## config.mk

```make
export PLATFORM = sky130hd
export DESIGN_NAME = byte_host_bridge
export DESIGN_NICKNAME = d
export VERILOG_FILES = /design/src/rtl/hbp_pkg.sv /design/src/rtl/hbp_strobe_timer.sv /design/src/rtl/hbp_setup_decoder.sv /design/src/rtl/hbp_access_engine.sv /design/src/rtl/byte_host_bridge.sv
export SDC_FILE = /design/constraint.sdc
export NUM_CORES = 1
export LEC_CHECK = 0
export CAP_MARGIN = 25
export CORE_UTILIZATION = 63
export DETAILED_ROUTE_END_ITERATION = 12
export DONT_BUFFER_PORTS = 1
export PLACE_DENSITY = 0.79
export RECOVER_POWER = 25
export SETUP_SLACK_MARGIN = 0.05
export SKIP_CTS_REPAIR_TIMING = 1
export SYNTH_ARGS = -nofsm -noshare
export SYNTH_HDL_FRONTEND = slang
export SYNTH_HIERARCHICAL = 1
export SYNTH_SLANG_ARGS = --single-unit
```

## constraint.sdc

```tcl
create_clock -name clk -period 3.4 [get_ports clk]
set_clock_uncertainty 0.2 [all_clocks]
set_input_delay 0.34 -clock clk [delete_from_list [all_inputs] [get_ports clk]]
set_output_delay 0.34 -clock clk [all_outputs]
set_load 0.05 [all_outputs]
```

## src/rtl/hbp_pkg.sv

```systemverilog
package hbp_pkg;
   typedef enum logic [1:0] {
      SU_HDR = 2'd0,
      SU_HI  = 2'd1,
      SU_LO  = 2'd2
   } su_state_e;

   typedef struct packed {
      logic       is_rd;
      logic       is_data;
      logic [7:0] byte_v;
   } host_acc_t;
endpackage

```

## src/rtl/hbp_strobe_timer.sv

```systemverilog
module hbp_strobe_timer #(
   parameter int CYCLE_LEN = 7,
   parameter bit SYNC_IN   = 1'b0
) (
   input  logic                clk,
   input  logic                rst_n,
   input  logic                cs_n,
   input  logic                rd_n,
   input  logic                wr_n,
   input  logic                dc,
   input  logic [7:0]          din,
   input  logic                ready,
   output logic                start_rd,
   output logic                commit,
   output hbp_pkg::host_acc_t  acc
);
   localparam int CW = $clog2(CYCLE_LEN + 1);

   logic       cs_s, rd_s, wr_s, dc_s;
   logic [7:0] din_s;

   generate
      if (SYNC_IN) begin : g_reg_in
         always_ff @(posedge clk or negedge rst_n) begin
            if (!rst_n) begin
               cs_s  <= 1'b1;
               rd_s  <= 1'b1;
               wr_s  <= 1'b1;
               dc_s  <= 1'b0;
               din_s <= '0;
            end else begin
               cs_s  <= cs_n;
               rd_s  <= rd_n;
               wr_s  <= wr_n;
               dc_s  <= dc;
               din_s <= din;
            end
         end
      end else begin : g_direct_in
         assign cs_s  = cs_n;
         assign rd_s  = rd_n;
         assign wr_s  = wr_n;
         assign dc_s  = dc;
         assign din_s = din;
      end
   endgenerate

   logic          act, act_q, done_q;
   logic [CW-1:0] cnt_q;

   assign act      = !cs_s && (!rd_s || !wr_s);
   assign start_rd = act && !act_q && !rd_s;
   assign commit   = act && !done_q && ready && (cnt_q == CW'(CYCLE_LEN - 1));
   assign acc      = '{is_rd: !rd_s, is_data: dc_s, byte_v: din_s};

   always_ff @(posedge clk or negedge rst_n) begin
      if (!rst_n) begin
         act_q  <= 1'b0;
         done_q <= 1'b0;
         cnt_q  <= '0;
      end else begin
         act_q <= act;
         if (!act) begin
            cnt_q  <= '0;
            done_q <= 1'b0;
         end else begin
            if (cnt_q != CW'(CYCLE_LEN - 1))
               cnt_q <= cnt_q + CW'(1);
            if (commit)
               done_q <= 1'b1;
         end
      end
   end
endmodule

```

## src/rtl/hbp_setup_decoder.sv

```systemverilog
module hbp_setup_decoder #(
   parameter int ADDR_W = 19
) (
   input  logic              clk,
   input  logic              rst_n,
   input  logic              cmd_fwd,
   input  logic              data_seen,
   input  logic [7:0]        byte_v,
   output logic              hdr_ok,
   output logic              setup_done,
   output logic [ADDR_W-1:0] new_addr,
   output logic              new_mem,
   output logic              err
);
   import hbp_pkg::*;
   localparam int HB = ADDR_W - 16;

   su_state_e     st_q;
   logic [HB-1:0] top_q;
   logic [7:0]    mid_q;
   logic          mem_q;
   logic          rsvd_bad;

   assign rsvd_bad   = |byte_v[6:HB];
   assign hdr_ok     = cmd_fwd && (st_q == SU_HDR) && !rsvd_bad;
   assign setup_done = cmd_fwd && (st_q == SU_LO);
   assign new_addr   = {top_q, mid_q, byte_v};
   assign new_mem    = mem_q;

   always_ff @(posedge clk or negedge rst_n) begin
      if (!rst_n) begin
         st_q  <= SU_HDR;
         top_q <= '0;
         mid_q <= '0;
         mem_q <= 1'b0;
         err   <= 1'b0;
      end else if (cmd_fwd) begin
         unique case (st_q)
            SU_HDR: begin
               if (rsvd_bad) begin
                  err <= 1'b1;
               end else begin
                  mem_q <= byte_v[7];
                  top_q <= byte_v[HB-1:0];
                  st_q  <= SU_HI;
               end
            end
            SU_HI: begin
               mid_q <= byte_v;
               st_q  <= SU_LO;
            end
            default: st_q <= SU_HDR;
         endcase
      end else if (data_seen && st_q != SU_HDR) begin
         st_q <= SU_HDR;
      end
   end
endmodule

```

## src/rtl/hbp_access_engine.sv

```systemverilog
module hbp_access_engine #(
   parameter int ADDR_W   = 19,
   parameter int TERM_LEN = 3
) (
   input  logic               clk,
   input  logic               rst_n,
   input  logic               commit,
   input  logic               start_rd,
   input  hbp_pkg::host_acc_t acc,
   input  logic               hdr_ok,
   input  logic               setup_done,
   input  logic [ADDR_W-1:0]  new_addr,
   input  logic               new_mem,
   input  logic               ack,
   input  logic [7:0]         rdata,
   output logic               cmd_fwd,
   output logic               data_seen,
   output logic               ready,
   output logic               req,
   output logic               we,
   output logic               mem,
   output logic [ADDR_W-1:0]  addr,
   output logic [7:0]         wdata,
   output logic [7:0]         dout
);
   localparam int TW = $clog2(TERM_LEN + 1);

   logic [ADDR_W-1:0] cur_q;
   logic              cur_mem_q, valid_q, burst_q;
   logic [TW-1:0]     term_q;
   logic [7:0]        hold_q;
   logic              term_byte, cmd_c;

   assign data_seen = commit && acc.is_data;
   assign cmd_c     = commit && !acc.is_data;
   assign term_byte = burst_q && (acc.byte_v == 8'h00);
   assign cmd_fwd   = cmd_c && !term_byte;
   assign ready     = !req;

   always_ff @(posedge clk or negedge rst_n) begin
      if (!rst_n) begin
         cur_q     <= '0;
         cur_mem_q <= 1'b0;
         valid_q   <= 1'b0;
         burst_q   <= 1'b0;
         term_q    <= '0;
         hold_q    <= '0;
         dout      <= '0;
         req       <= 1'b0;
         we        <= 1'b0;
         mem       <= 1'b0;
         addr      <= '0;
         wdata     <= '0;
      end else begin
         if (start_rd)
            dout <= hold_q;
         if (req && ack) begin
            req <= 1'b0;
            if (!we)
               hold_q <= rdata;
         end
         if (cmd_c && term_byte) begin
            if (term_q == TW'(TERM_LEN - 1)) begin
               burst_q <= 1'b0;
               valid_q <= 1'b0;
               term_q  <= '0;
            end else begin
               term_q <= term_q + TW'(1);
            end
         end
         if (cmd_fwd) begin
            burst_q <= 1'b0;
            term_q  <= '0;
         end
         if (hdr_ok)
            valid_q <= 1'b0;
         if (setup_done) begin
            cur_q     <= new_addr;
            cur_mem_q <= new_mem;
            valid_q   <= 1'b1;
            hold_q    <= '0;
         end
         if (data_seen && valid_q) begin
            req     <= 1'b1;
            we      <= !acc.is_rd;
            mem     <= cur_mem_q;
            addr    <= cur_q;
            wdata   <= acc.byte_v;
            cur_q   <= cur_q + ADDR_W'(1);
            burst_q <= acc.is_rd;
            term_q  <= '0;
         end
      end
   end
endmodule

```

## src/rtl/byte_host_bridge.sv

```systemverilog
module byte_host_bridge #(
   parameter int ADDR_W    = 19,
   parameter int CYCLE_LEN = 7,
   parameter int TERM_LEN  = 3,
   parameter bit SYNC_IN   = 1'b0
) (
   input  logic              clk,
   input  logic              rst_n,
   input  logic              hst_cs_n,
   input  logic              hst_rd_n,
   input  logic              hst_wr_n,
   input  logic              hst_dc,
   input  logic [7:0]        hst_din,
   output logic [7:0]        hst_dout,
   output logic              hst_dout_oe,
   output logic              bus_req,
   output logic              bus_we,
   output logic              bus_mem,
   output logic [ADDR_W-1:0] bus_addr,
   output logic [7:0]        bus_wdata,
   input  logic              bus_ack,
   input  logic [7:0]        bus_rdata,
   output logic              hdr_err
);
   generate
      if (ADDR_W < 17 || ADDR_W > 19) begin : g_bad_addr_w
         $error("ADDR_W must lie in 17..19");
      end
      if (CYCLE_LEN < 2) begin : g_bad_cycle
         $error("CYCLE_LEN must be at least 2");
      end
      if (TERM_LEN < 1) begin : g_bad_term
         $error("TERM_LEN must be at least 1");
      end
   endgenerate

   hbp_pkg::host_acc_t acc;
   logic              commit, start_rd, ready;
   logic              cmd_fwd, data_seen, hdr_ok, setup_done, new_mem;
   logic [ADDR_W-1:0] new_addr;

   assign hst_dout_oe = !hst_cs_n && !hst_rd_n;

   hbp_strobe_timer #(.CYCLE_LEN(CYCLE_LEN), .SYNC_IN(SYNC_IN)) u_timer (
      .clk(clk), .rst_n(rst_n), .cs_n(hst_cs_n), .rd_n(hst_rd_n),
      .wr_n(hst_wr_n), .dc(hst_dc), .din(hst_din), .ready(ready),
      .start_rd(start_rd), .commit(commit), .acc(acc)
   );

   hbp_setup_decoder #(.ADDR_W(ADDR_W)) u_dec (
      .clk(clk), .rst_n(rst_n), .cmd_fwd(cmd_fwd), .data_seen(data_seen),
      .byte_v(acc.byte_v), .hdr_ok(hdr_ok), .setup_done(setup_done),
      .new_addr(new_addr), .new_mem(new_mem), .err(hdr_err)
   );

   hbp_access_engine #(.ADDR_W(ADDR_W), .TERM_LEN(TERM_LEN)) u_eng (
      .clk(clk), .rst_n(rst_n), .commit(commit), .start_rd(start_rd),
      .acc(acc), .hdr_ok(hdr_ok), .setup_done(setup_done),
      .new_addr(new_addr), .new_mem(new_mem), .ack(bus_ack),
      .rdata(bus_rdata), .cmd_fwd(cmd_fwd), .data_seen(data_seen),
      .ready(ready), .req(bus_req), .we(bus_we), .mem(bus_mem),
      .addr(bus_addr), .wdata(bus_wdata), .dout(hst_dout)
   );
endmodule

```

==> qor.txt <==
outcome = finished, violations left
failing checks = hold timing, capacitance limit, slew limit
Setup TNS Final = 0 ns
Worst EP required = 3.43 ns
startpoint types = flop
relative slew slack = -0.423
synth warn = 6
max-slew violations = 91
vias in the first global route = 2914
synthesized area = 0.00419 mm^2
Worst Tran Pin Value = 2.13 ns
crit end category = flop
antenna violations before repair = 0
Final Setup Violations = 0
Antenna Nets Post-Route = 0
core area = 0.00639 mm^2
Max Cap Viol = 1
nets@finish = 444
Comb pwr share = 0.048
num ports = 63
Die ar. = 0.00698 mm^2
met2 Use GR = 0.415
global route overflow = 0
Antenna Cells = 0
PortBufs = 0
htree depth = 3
sequential element share of the synthesized area = 0.537
Async S/R FF share, synth = 1.00
vias = 3022
Clock power frac = 0.349
final HPWL from detailed placement = 5.78 mm
leakage = 0.00234 uW
drt pass-1 iters = 4
EDFF count, synth = 0
area added between synthesis and finish = 8.60%
GR Util met3 = 0.0663
die height = 83.6 um
Seq pwr share = 0.603
fmax = 330 MHz
Syn Nets = 436
CTS Buf Count = 9
Hold WS = -0.0240 ns
Die W = 83.6 um
worst-path maximum fanout = 20
RSZ-0062 raised after global routing = false
worst hold path class = input port to flop
synth unique cells = 55
GPL Wtd Cong = 0.877
Total Routed Length = 8.88 mm
DR vias/cell = 6.04
worst skew pair latency = 0.36 ns
Finished Core Util = 0.713
gr busiest metal = met2
CTS tree = done
Worst-path clk slew = 0.09 ns
CTS root buf = clkbuf_8
P_sw = 525 uW
fin crit period = 3.03 ns
total track usage = 0.255
layout cells sized above 1 = 0.149
Starting DRT DRC Count = 247
Crit Path Class = flop to flop
met1 Track Usage GR = 0.336
first-pass GRT wire length = 13.9 mm
pin count of the biggest net entering global routing = 91
Initial Util = 0.656
Final Hold Fails = 2
Period Utilization, post-route = 0.891
Mean Syn Cell Area = 10.2 um^2
DRC viols = 0
WL per Instance = 17.8 um
Int Power = 1430 uW
Rows = 29
worst ir drop on vdd = 384 uV
FF+latch count, synth = 90
clock buffer depth = 2
clk sinks = 90
Power Dens Cells = 430 mW/mm^2
dominant synthesized flop cell = dfrtp_1
Crit path arrival time = 3.06 ns
Net Sw Frac = 0.268
Syn Inst Count = 410
[synth_stat cells (2+ instances only)]
master | n | area share
inv_1 | 12 | 0.011
buf_6 | 2 | 0.0054
a311oi_1 | 4 | 0.0084
nor2_1 | 24 | 0.021
buf_4 | 17 | 0.030
or4_1 | 3 | 0.0054
nand3_1 | 13 | 0.016
o221a_2 | 2 | 0.0054
a211oi_1 | 5 | 0.0090
o22ai_1 | 3 | 0.0045
nand2b_1 | 5 | 0.0075
buf_1 | 3 | 0.0027
and3_1 | 4 | 0.0060
or3_1 | 3 | 0.0045
and2_1 | 3 | 0.0045
and4_1 | 5 | 0.010
buf_2 | 4 | 0.0048
mux2_2 | 17 | 0.046
ha_1 | 3 | 0.0090
o21ba_2 | 2 | 0.0048
nand3b_1 | 2 | 0.0036
nor3_2 | 2 | 0.0048
dfrtp_1 | 90 | 0.54
nand4_1 | 3 | 0.0045
a21o_1 | 3 | 0.0054
a21oi_1 | 20 | 0.024
nand2_1 | 91 | 0.081
clkbuf_1 | 7 | 0.0063
mux2_4 | 4 | 0.014
mux2i_1 | 9 | 0.021
nor3_1 | 10 | 0.012
o21ai_0 | 12 | 0.014
[critical path, stage by stage, from the launching register on]
cell and delay (ns):
dfrtp_1 0.42, inv_1 0.07, ha_1 0.23, nand3_1 0.16
nor3_4 0.26, nand2b_1 0.12, o21ba_2 0.29, nand2_1 0.07
nor2_1 0.09, buf_4 0.24, nand2_1 0.30, a221oi_1 0.38
a21oi_1 0.07
[final timing paths]
check / startpoint / end / slack (ns) / depth (start not counted)
max reg2reg: u_timer/cnt_q[0]$_DFFE_PN0P_ / u_eng/cur_q[16]$_DFFE_PN0P_ / 0.37 / 12
max: u_timer/cnt_q[0]$_DFFE_PN0P_ / u_eng/cur_q[16]$_DFFE_PN0P_ / 0.37 / 12
min reg2reg: u_dec/mid_q[4]$_DFFE_PN0P_ / u_eng/cur_q[12]$_DFFE_PN0P_ / 0.30 / 2
min in group asynchronous: rst_n / u_eng/addr[8]$_DFFE_PN0N_ / 0.96 / 2
min: hst_din[2] / u_eng/cur_q[2]$_DFFE_PN0P_ / -0.02 / 2
max in group asynchronous: rst_n / u_eng/cur_q[2]$_DFFE_PN0P_ / 0.79 / 2
[sequential cells by signal, indices dropped and copies added (netlist names)]
signal,count
u_timer/done_q,1
u_eng/hold_q,8
u_eng/cur_q,19
u_dec/new_mem,1
u_dec/mid_q,8
u_eng/cur_mem_q,1
u_eng/mem,1
u_eng/burst_q,1
u_eng/dout,8
u_eng/we,1
u_eng/addr,19
u_eng/wdata,8
u_dec/top_q,3
u_eng/term_q,2
u_timer/cnt_q,3
u_eng/req,1
u_timer/act_q,1
u_dec/st_q,2
u_dec/err,1
u_eng/valid_q,1
[area by class of cell]
cell class,instances,area (um^2)
clock buffer,10,138
sequential,90,2250
timing repair buffer,30,278
inverter,12,45.0
multi-input combinational,275,1690
fill,466,1830
tap,77,96.3
clock inverter,6,50.0
[cells in the final DEF (no fill, tap or decap), drive strengths merged, types with 2 or more instances in the layout]
cell	synthesis	layout
and4	5	5
clkinvlp	0	2
nand2	91	91
o21ba	2	2
mux2i	9	9
or3	3	3
buf	26	7
o221a	2	2
ha	3	3
a21oi	20	20
nor3	12	12
or4	4	4
dlygate4sd3	0	22
inv	12	13
nand3	14	14
nand4	4	4
mux2	21	21
and3	5	5
o22ai	3	3
clkinv	0	3
a21o	5	5
a311oi	4	4
nor2	24	24
nand2b	6	6
nand3b	2	2
o21ai	12	12
clkbuf	7	11
a211oi	5	5
dfrtp	90	90
nor4	3	3
and2	3	3
[power groups by stage]
stage | clock network, uW | registers [uW] | logic, uW
2_1_floorplan | 0 | 1200 | 59.0
3_3_place_gp | 0 | 1200 | 44.4
3_5_place_dp | 0 | 1200 | 47.1
4_1_cts | 702 | 1180 | 46.8
5_1_grt | 737 | 1180 | 104
6_report | 684 | 1180 | 93.5
[kinds of logic (layout without fill, tap and decap cells)]
group / Yosys count / in the layout / share of synthesized area
AO/OA/AOI/OAI: 61 / 61 / 0.0976
multiplexers: 30 / 30 / 0.0815
buffers and inverters: 45 / 58 / 0.0603
adder cells (fa/ha/maj): 3 / 3 / 0.00896
AND/OR/NAND/NOR: 181 / 181 / 0.214
flip-flops: 90 / 90 / 0.537
[per-stage QoR]
step	cell area (um^2)	hold WS [ns]	worst slack, ns	power, uW	std cells
after floorplan	4190	-0.156	0.670	1260	410
after detailed placement	4130	-0.154	0.309	1250	461
after global placement	4130	-0.154	0.482	1240	461
after CTS	4320	-0.557	0.299	1930	477
final	4550	-0.0240	0.370	1960	500
after global routing	4550	0.00406	0.0907	2030	500
[layer usage]
layer  wire length [um]  vias up
li1                   -     1424
met1               3810     1484
met2               4500      100
met3                443       14
met4                121        0
met5                  0        -
Power figures use the tool's default switching activity.
